===== config.mk =====
export PLATFORM = sky130hd
export DESIGN_NAME = pin_sense_irq
export DESIGN_NICKNAME = d
export VERILOG_FILES = /design/src/rtl/pss_pkg.sv /design/src/rtl/pss_regs.sv /design/src/rtl/pss_detect.sv /design/src/rtl/pss_pending.sv /design/src/rtl/pin_sense_irq.sv
export SDC_FILE = /design/constraint.sdc
export NUM_CORES = 1
export LEC_CHECK = 0
export BUFFER_PORTS_ARGS = -buffer_cell sky130_fd_sc_hd__buf_2
export CORE_ASPECT_RATIO = 0.7
export CORE_MARGIN = 3
export CORE_UTILIZATION = 56
export CTS_CLUSTER_SIZE = 8
export DETAILED_ROUTE_END_ITERATION = 16
export MAX_ROUTING_LAYER = met4
export PLACE_DENSITY = 0.75
export SYNTH_ARGS = -nofsm -noshare
export SYNTH_HDL_FRONTEND = slang
export SYNTH_SLANG_ARGS = --single-unit

===== constraint.sdc =====
create_clock -name clk -period 2.9 [get_ports clk]
set_input_delay 0.435 -clock clk [delete_from_list [all_inputs] [get_ports clk]]
set_output_delay 0.435 -clock clk [all_outputs]
set_load 0.1 [all_outputs]

===== src/rtl/pss_pkg.sv =====
package pss_pkg;

  // Register byte offsets. Software depends on these values.
  localparam int OFS_DETEN  = 'h14;
  localparam int OFS_UNMASK = 'h18;
  localparam int OFS_MASK   = 'h1C;
  localparam int OFS_RAW    = 'h20;
  localparam int OFS_MSKD   = 'h24;
  localparam int OFS_CLEAR  = 'h28;
  localparam int OFS_SENSE  = 'h40;

  // Number of sense-code bits that take part in detection.
  localparam int MODE_W = 3;

  typedef enum logic [MODE_W-1:0] {
    SNS_RISE = 3'd0,
    SNS_FALL = 3'd1,
    SNS_HIGH = 3'd2,
    SNS_LOW  = 3'd3,
    SNS_BOTH = 3'd4
  } sense_mode_e;

endpackage


===== src/rtl/pss_regs.sv =====
module pss_regs
  import pss_pkg::*;
#(
  parameter int PIN_COUNT = 32,
  parameter int SENSE_W   = 4,
  parameter int ADDR_W    = 8,
  parameter int DATA_W    = 32
) (
  input  logic                        clk,
  input  logic                        rst_n,
  input  logic [ADDR_W-1:0]           bus_addr,
  input  logic                        bus_wr,
  input  logic [DATA_W-1:0]           bus_wdata,
  input  logic [PIN_COUNT-1:0]        pend_q,
  output logic [PIN_COUNT-1:0]        det_en_q,
  output logic [PIN_COUNT-1:0]        ien_q,
  output logic [PIN_COUNT-1:0]        clr_bits,
  output logic [PIN_COUNT*MODE_W-1:0] mode_bits,
  output logic [DATA_W-1:0]           bus_rdata
);

  localparam int FIELDS     = DATA_W / SENSE_W;
  localparam int SENSE_REGS = PIN_COUNT / FIELDS;

  logic [SENSE_REGS-1:0][DATA_W-1:0] sns_q, sns_d;
  logic [SENSE_REGS-1:0]             sns_we;
  logic [PIN_COUNT-1:0]              det_en_d, ien_d;
  logic                              det_en_we, ien_we;
  logic [PIN_COUNT-1:0]              wbits;

  assign wbits = bus_wdata[PIN_COUNT-1:0];

  function automatic logic hit(input int ofs);
    return bus_wr && (bus_addr == ADDR_W'(ofs));
  endfunction

  // Next-state logic
  always_comb begin
    det_en_we = hit(OFS_DETEN);
    det_en_d  = wbits;
    ien_we    = hit(OFS_UNMASK) || hit(OFS_MASK);
    ien_d     = hit(OFS_UNMASK) ? (ien_q | wbits) : (ien_q & ~wbits);
    for (int r = 0; r < SENSE_REGS; r++) begin
      sns_we[r] = hit(OFS_SENSE + 4 * r);
      sns_d[r]  = bus_wdata;
    end
  end

  assign clr_bits = hit(OFS_CLEAR) ? wbits : '0;

  // Registers
  always_ff @(posedge clk or negedge rst_n) begin
    if (!rst_n) begin
      det_en_q <= '0;
      ien_q    <= '0;
      sns_q    <= '0;
    end else begin
      if (det_en_we) det_en_q <= det_en_d;
      if (ien_we)    ien_q    <= ien_d;
      for (int r = 0; r < SENSE_REGS; r++) begin
        if (sns_we[r]) sns_q[r] <= sns_d[r];
      end
    end
  end

  // Only the mode bits of each field reach detection. The flag bit is storage only.
  for (genvar p = 0; p < PIN_COUNT; p++) begin : g_mode
    assign mode_bits[p*MODE_W +: MODE_W] =
      sns_q[p / FIELDS][(p % FIELDS) * SENSE_W +: MODE_W];
  end

  // Read mux
  always_comb begin
    bus_rdata = '0;
    case (bus_addr)
      ADDR_W'(OFS_DETEN): bus_rdata = DATA_W'(det_en_q);
      ADDR_W'(OFS_MASK):  bus_rdata = DATA_W'(ien_q);
      ADDR_W'(OFS_RAW):   bus_rdata = DATA_W'(pend_q);
      ADDR_W'(OFS_MSKD):  bus_rdata = DATA_W'(pend_q & ien_q);
      default:            bus_rdata = '0;
    endcase
    for (int r = 0; r < SENSE_REGS; r++) begin
      if (bus_addr == ADDR_W'(OFS_SENSE + 4 * r)) bus_rdata = sns_q[r];
    end
  end

endmodule


===== src/rtl/pss_detect.sv =====
module pss_detect
  import pss_pkg::*;
#(
  parameter int PIN_COUNT = 32
) (
  input  logic                        clk,
  input  logic                        rst_n,
  input  logic [PIN_COUNT-1:0]        pin_lvl,
  input  logic [PIN_COUNT-1:0]        det_en,
  input  logic [PIN_COUNT*MODE_W-1:0] mode_bits,
  output logic [PIN_COUNT-1:0]        evt
);

  logic [PIN_COUNT-1:0] hist_q;
  logic [PIN_COUNT-1:0] rise, fall;

  assign rise = pin_lvl & ~hist_q;
  assign fall = ~pin_lvl & hist_q;

  // History is always loaded, whatever the enable says.
  always_ff @(posedge clk or negedge rst_n) begin
    if (!rst_n) hist_q <= '0;
    else        hist_q <= pin_lvl;
  end

  for (genvar p = 0; p < PIN_COUNT; p++) begin : g_pin
    logic [MODE_W-1:0] mode;
    logic              hit;
    assign mode = mode_bits[p*MODE_W +: MODE_W];
    always_comb begin
      case (mode)
        SNS_RISE: hit = rise[p];
        SNS_FALL: hit = fall[p];
        SNS_HIGH: hit = pin_lvl[p];
        SNS_LOW:  hit = ~pin_lvl[p];
        SNS_BOTH: hit = rise[p] | fall[p];
        default:  hit = 1'b0;
      endcase
    end
    assign evt[p] = hit & det_en[p];
  end

endmodule


===== src/rtl/pss_pending.sv =====
module pss_pending #(
  parameter int PIN_COUNT = 32
) (
  input  logic                 clk,
  input  logic                 rst_n,
  input  logic [PIN_COUNT-1:0] evt,
  input  logic [PIN_COUNT-1:0] clr_bits,
  input  logic [PIN_COUNT-1:0] ien,
  output logic [PIN_COUNT-1:0] pend_q,
  output logic                 irq_lo,
  output logic                 irq_hi
);

  localparam int HALF = PIN_COUNT / 2;

  logic [PIN_COUNT-1:0] pend_d, masked;

  // A fresh event outranks a clear in the same cycle.
  assign pend_d = (pend_q & ~clr_bits) | evt;

  always_ff @(posedge clk or negedge rst_n) begin
    if (!rst_n) pend_q <= '0;
    else        pend_q <= pend_d;
  end

  assign masked = pend_q & ien;
  assign irq_lo = |masked[HALF-1:0];
  assign irq_hi = |masked[PIN_COUNT-1:HALF];

endmodule


===== src/rtl/pin_sense_irq.sv =====
module pin_sense_irq
  import pss_pkg::*;
#(
  parameter int PIN_COUNT = 32,
  parameter int SENSE_W   = 4,
  parameter int ADDR_W    = 8,
  parameter int DATA_W    = 32
) (
  input  logic                 clk,
  input  logic                 rst_n,
  input  logic [PIN_COUNT-1:0] pin_lvl,
  input  logic [ADDR_W-1:0]    bus_addr,
  input  logic                 bus_wr,
  input  logic [DATA_W-1:0]    bus_wdata,
  output logic [DATA_W-1:0]    bus_rdata,
  output logic                 irq_lo,
  output logic                 irq_hi
);

  logic [PIN_COUNT-1:0]        det_en_q, ien_q, clr_bits, evt, pend_q;
  logic [PIN_COUNT*MODE_W-1:0] mode_bits;

  pss_regs #(
    .PIN_COUNT(PIN_COUNT), .SENSE_W(SENSE_W), .ADDR_W(ADDR_W), .DATA_W(DATA_W)
  ) u_regs (
    .clk(clk), .rst_n(rst_n), .bus_addr(bus_addr), .bus_wr(bus_wr),
    .bus_wdata(bus_wdata), .pend_q(pend_q), .det_en_q(det_en_q),
    .ien_q(ien_q), .clr_bits(clr_bits), .mode_bits(mode_bits),
    .bus_rdata(bus_rdata)
  );

  pss_detect #(.PIN_COUNT(PIN_COUNT)) u_detect (
    .clk(clk), .rst_n(rst_n), .pin_lvl(pin_lvl), .det_en(det_en_q),
    .mode_bits(mode_bits), .evt(evt)
  );

  pss_pending #(.PIN_COUNT(PIN_COUNT)) u_pending (
    .clk(clk), .rst_n(rst_n), .evt(evt), .clr_bits(clr_bits), .ien(ien_q),
    .pend_q(pend_q), .irq_lo(irq_lo), .irq_hi(irq_hi)
  );

endmodule


==> metrics.txt <==
status complete, no violations; fmax 361 MHz; first-pass GRT wire length 64700 um; Post-Route WL 41400 um; worst vdd ir 0.326 mV; H-Tree Depth 2; clk slew on worst S/H paths 0.05 ns; startpoint of the worst hold path pin_lvl[19]; WP data arrival 2.33 ns; Hold Path End u_detect.hist_q[19]; root buffer cell clkbuf_16; clk buf depth 3; Synth cell types 44; DRC viols 0; largest net degree at the start of global routing 72; EDFF count, synth 0; clock sinks about 260; core area ~25000 um2; period utilization between 90% and 100%; Fillers 1810; RSZ-0062 raised after global routing no; Synth Net Count 1381; Port-buffer cells 108; Mapped Cells 1242; mapped cell area 14200 um2; Rows 48; setup violators final 0; antenna viol nets, final 0; Pwr per Cell Area between 500 and 600 nW/um2; Critical Path Start Type input port; sequential standard cell area 6410 um2; Flop pwr share around 46%; Worst Hold Depth 1; first-pass iteration count of the detailed router 7; Layout Nets 1521; Psw 0.00248 W; Max transition margin 30.4%; top cells by count, synth dfrtp_1, mux2_2, nand2_1; combinational share of power 12.4%; CTS buffer count 37; Area Growth Syn to Fin 20.9%; vias in the first global route approximately 11000; Placement Cell Area ~16000 um2; Sw Share 27.3%; total leakage power 8.77 nW; mean number of vias per cell 6.41; Syn. warnings 0; Die X 196 um; Tmin final 2.77 ns; Final HPWL DP about 28000 um; Int Pwr 0.00660 W; gr ovfl total 0; final instance area 17200 um2; setup TNS 0 ns; CP required 2.47 ns; top-count cell post-synth dfrtp_1; Reg2Reg Depth 6; Clock Skew 0.0147 ns; cell taking the most area after synthesis dfrtp_1; Initial Util 57.3%; Skew-Pair Late Insertion Delay 0.52 ns; initial antenna violation count 2; routability congestion estimate 0.948; Max Cap Viol 0; Ports 109; Wirelength per Cell 24.2 um; number of synthesized register bits 256; final hold slack 0.0777 ns; Worst Path Max Fanout 31; endpoints failing hold 0; vias 10960; ys async rst share 100%; max-slew violations 0; Crit Reg-Reg Startpoint u_detect.hist_q[17]; GRT Util Overall 31.3%; reg2reg end u_pending.pend_q[17]; top cells by area, synth dfrtp_1, mux2_2, ha_1; PnR Total Power slightly above 0.009 W; Die ar. 27400 um2; Clk pwr share 41.3%; Hold Crit Class in -> reg; share of the synthesized area in the top cell type 45.1%; multi-input logic area 7610 um2; Synth Flop Type dfrtp_1; Setup crit end kind primary output; Iter 0 DRT Violations 979; Die Y-Extent 139 um; synthesized area per cell 11.4 um2; r2r setup slk just over 1 ns; Crit Path Category in -> out; Seq/Total Area, Yosys 45.1%; CTS tree done; layout cells sized above 1 about a third; Worst Tran Pin Value a little over 1 ns
cell usage in the layout, fill, tap and decap left out, types with 33 or more instances in the layout:
cell       instances
mux2i_1           33
mux2_2           197
a22o_1            73
buf_12            40
ha_1              64
buf_4             48
nor3_1            33
clkbuf_16         37
buf_2             74
o21ai_0           35
nand2_1          103
a21o_1            78
dfrtp_1          256
inv_1             67
a32oi_1           57
nor2_1            33
per-stage QoR:
step,setup WS (ns),utilization (%),cells
2_1_floorplan,-0.484,-,1242
3_3_place_gp,0.146,65.3,1667
3_5_place_dp,0.0948,65.3,1667
4_1_cts,0.0822,69.2,1707
5_1_grt,0.116,69.2,1709
6_report,0.133,69.2,1709
power by group through the flow:
stage	logic (W)	registers, W	clock network [W]
after floorplan	0.000690	0.00411	0
after global placement	0.00107	0.00422	0
after detailed placement	0.00111	0.00423	0
after CTS	0.00112	0.00418	0.00379
after global routing	0.00122	0.00423	0.00395
final	0.00112	0.00421	0.00375
per-layer routing:
metal  wire length [um]  track usage [%]  up-vias  part of all wire (%)
li1                   -                -     4819                     -
met1              18500             45.6     5530                    45
met2              17700             44.1      535                    43
met3               4320             7.67       76                    10
met4                868             7.69        0                   2.1
met5                  0                -        -                     0
worst max-delay path, stage by stage:
cell      delay [ns]
buf_2           0.17
nor4b_4         0.44
buf_4           0.25
and3_1          0.22
buf_12          0.23
nand2_1         0.09
o211ai_1        0.24
buf_12          0.24
cell families after synthesis:
group                      count (synthesis)  share of synthesized area, %
buffers and inverters                    130                          3.79
muxes                                    261                          21.2
adders and majority gates                 64                          5.64
DFF                                      256                          45.1
xor gates and xnor gates                  32                          1.97
AOI/OAI and AO/OA                        291                          15.5
and+or+nand+nor                          208                          6.81
area by class of cell:
cell class                      count  area share (%)
Clock inverter                      2           0.102
Clock buffer                       37            5.39
Tap cell                          325            2.37
Antenna cell                        2          0.0291
Sequential cell                   256            37.3
Inverter                           67            1.46
Multi-Input combinational cell    856            44.3
Timing Repair Buffer              164            9.06
worst max-delay path by stage:
stage | slack, ns | cells after the start | endpoint | from
after floorplan | -0.48 | 6 | bus_rdata[30] | bus_addr[1]
after global placement | 0.15 | 8 | bus_rdata[12] | bus_addr[7]
after detailed placement | 0.09 | 8 | bus_rdata[12] | bus_addr[7]
after CTS | 0.08 | 8 | bus_rdata[12] | bus_addr[7]
after global routing | 0.12 | 8 | bus_rdata[12] | bus_addr[7]
final | 0.13 | 8 | bus_rdata[12] | bus_addr[7]
what timing repair did:
action,CTS,global route
buffers inserted,0,0
hold buffers,1,0
setup endpoints to repair,0,18
resized for setup,0,2
endpoints found under the hold margin,64,0
No activity file was read; power rests on OpenSTA's default activity.
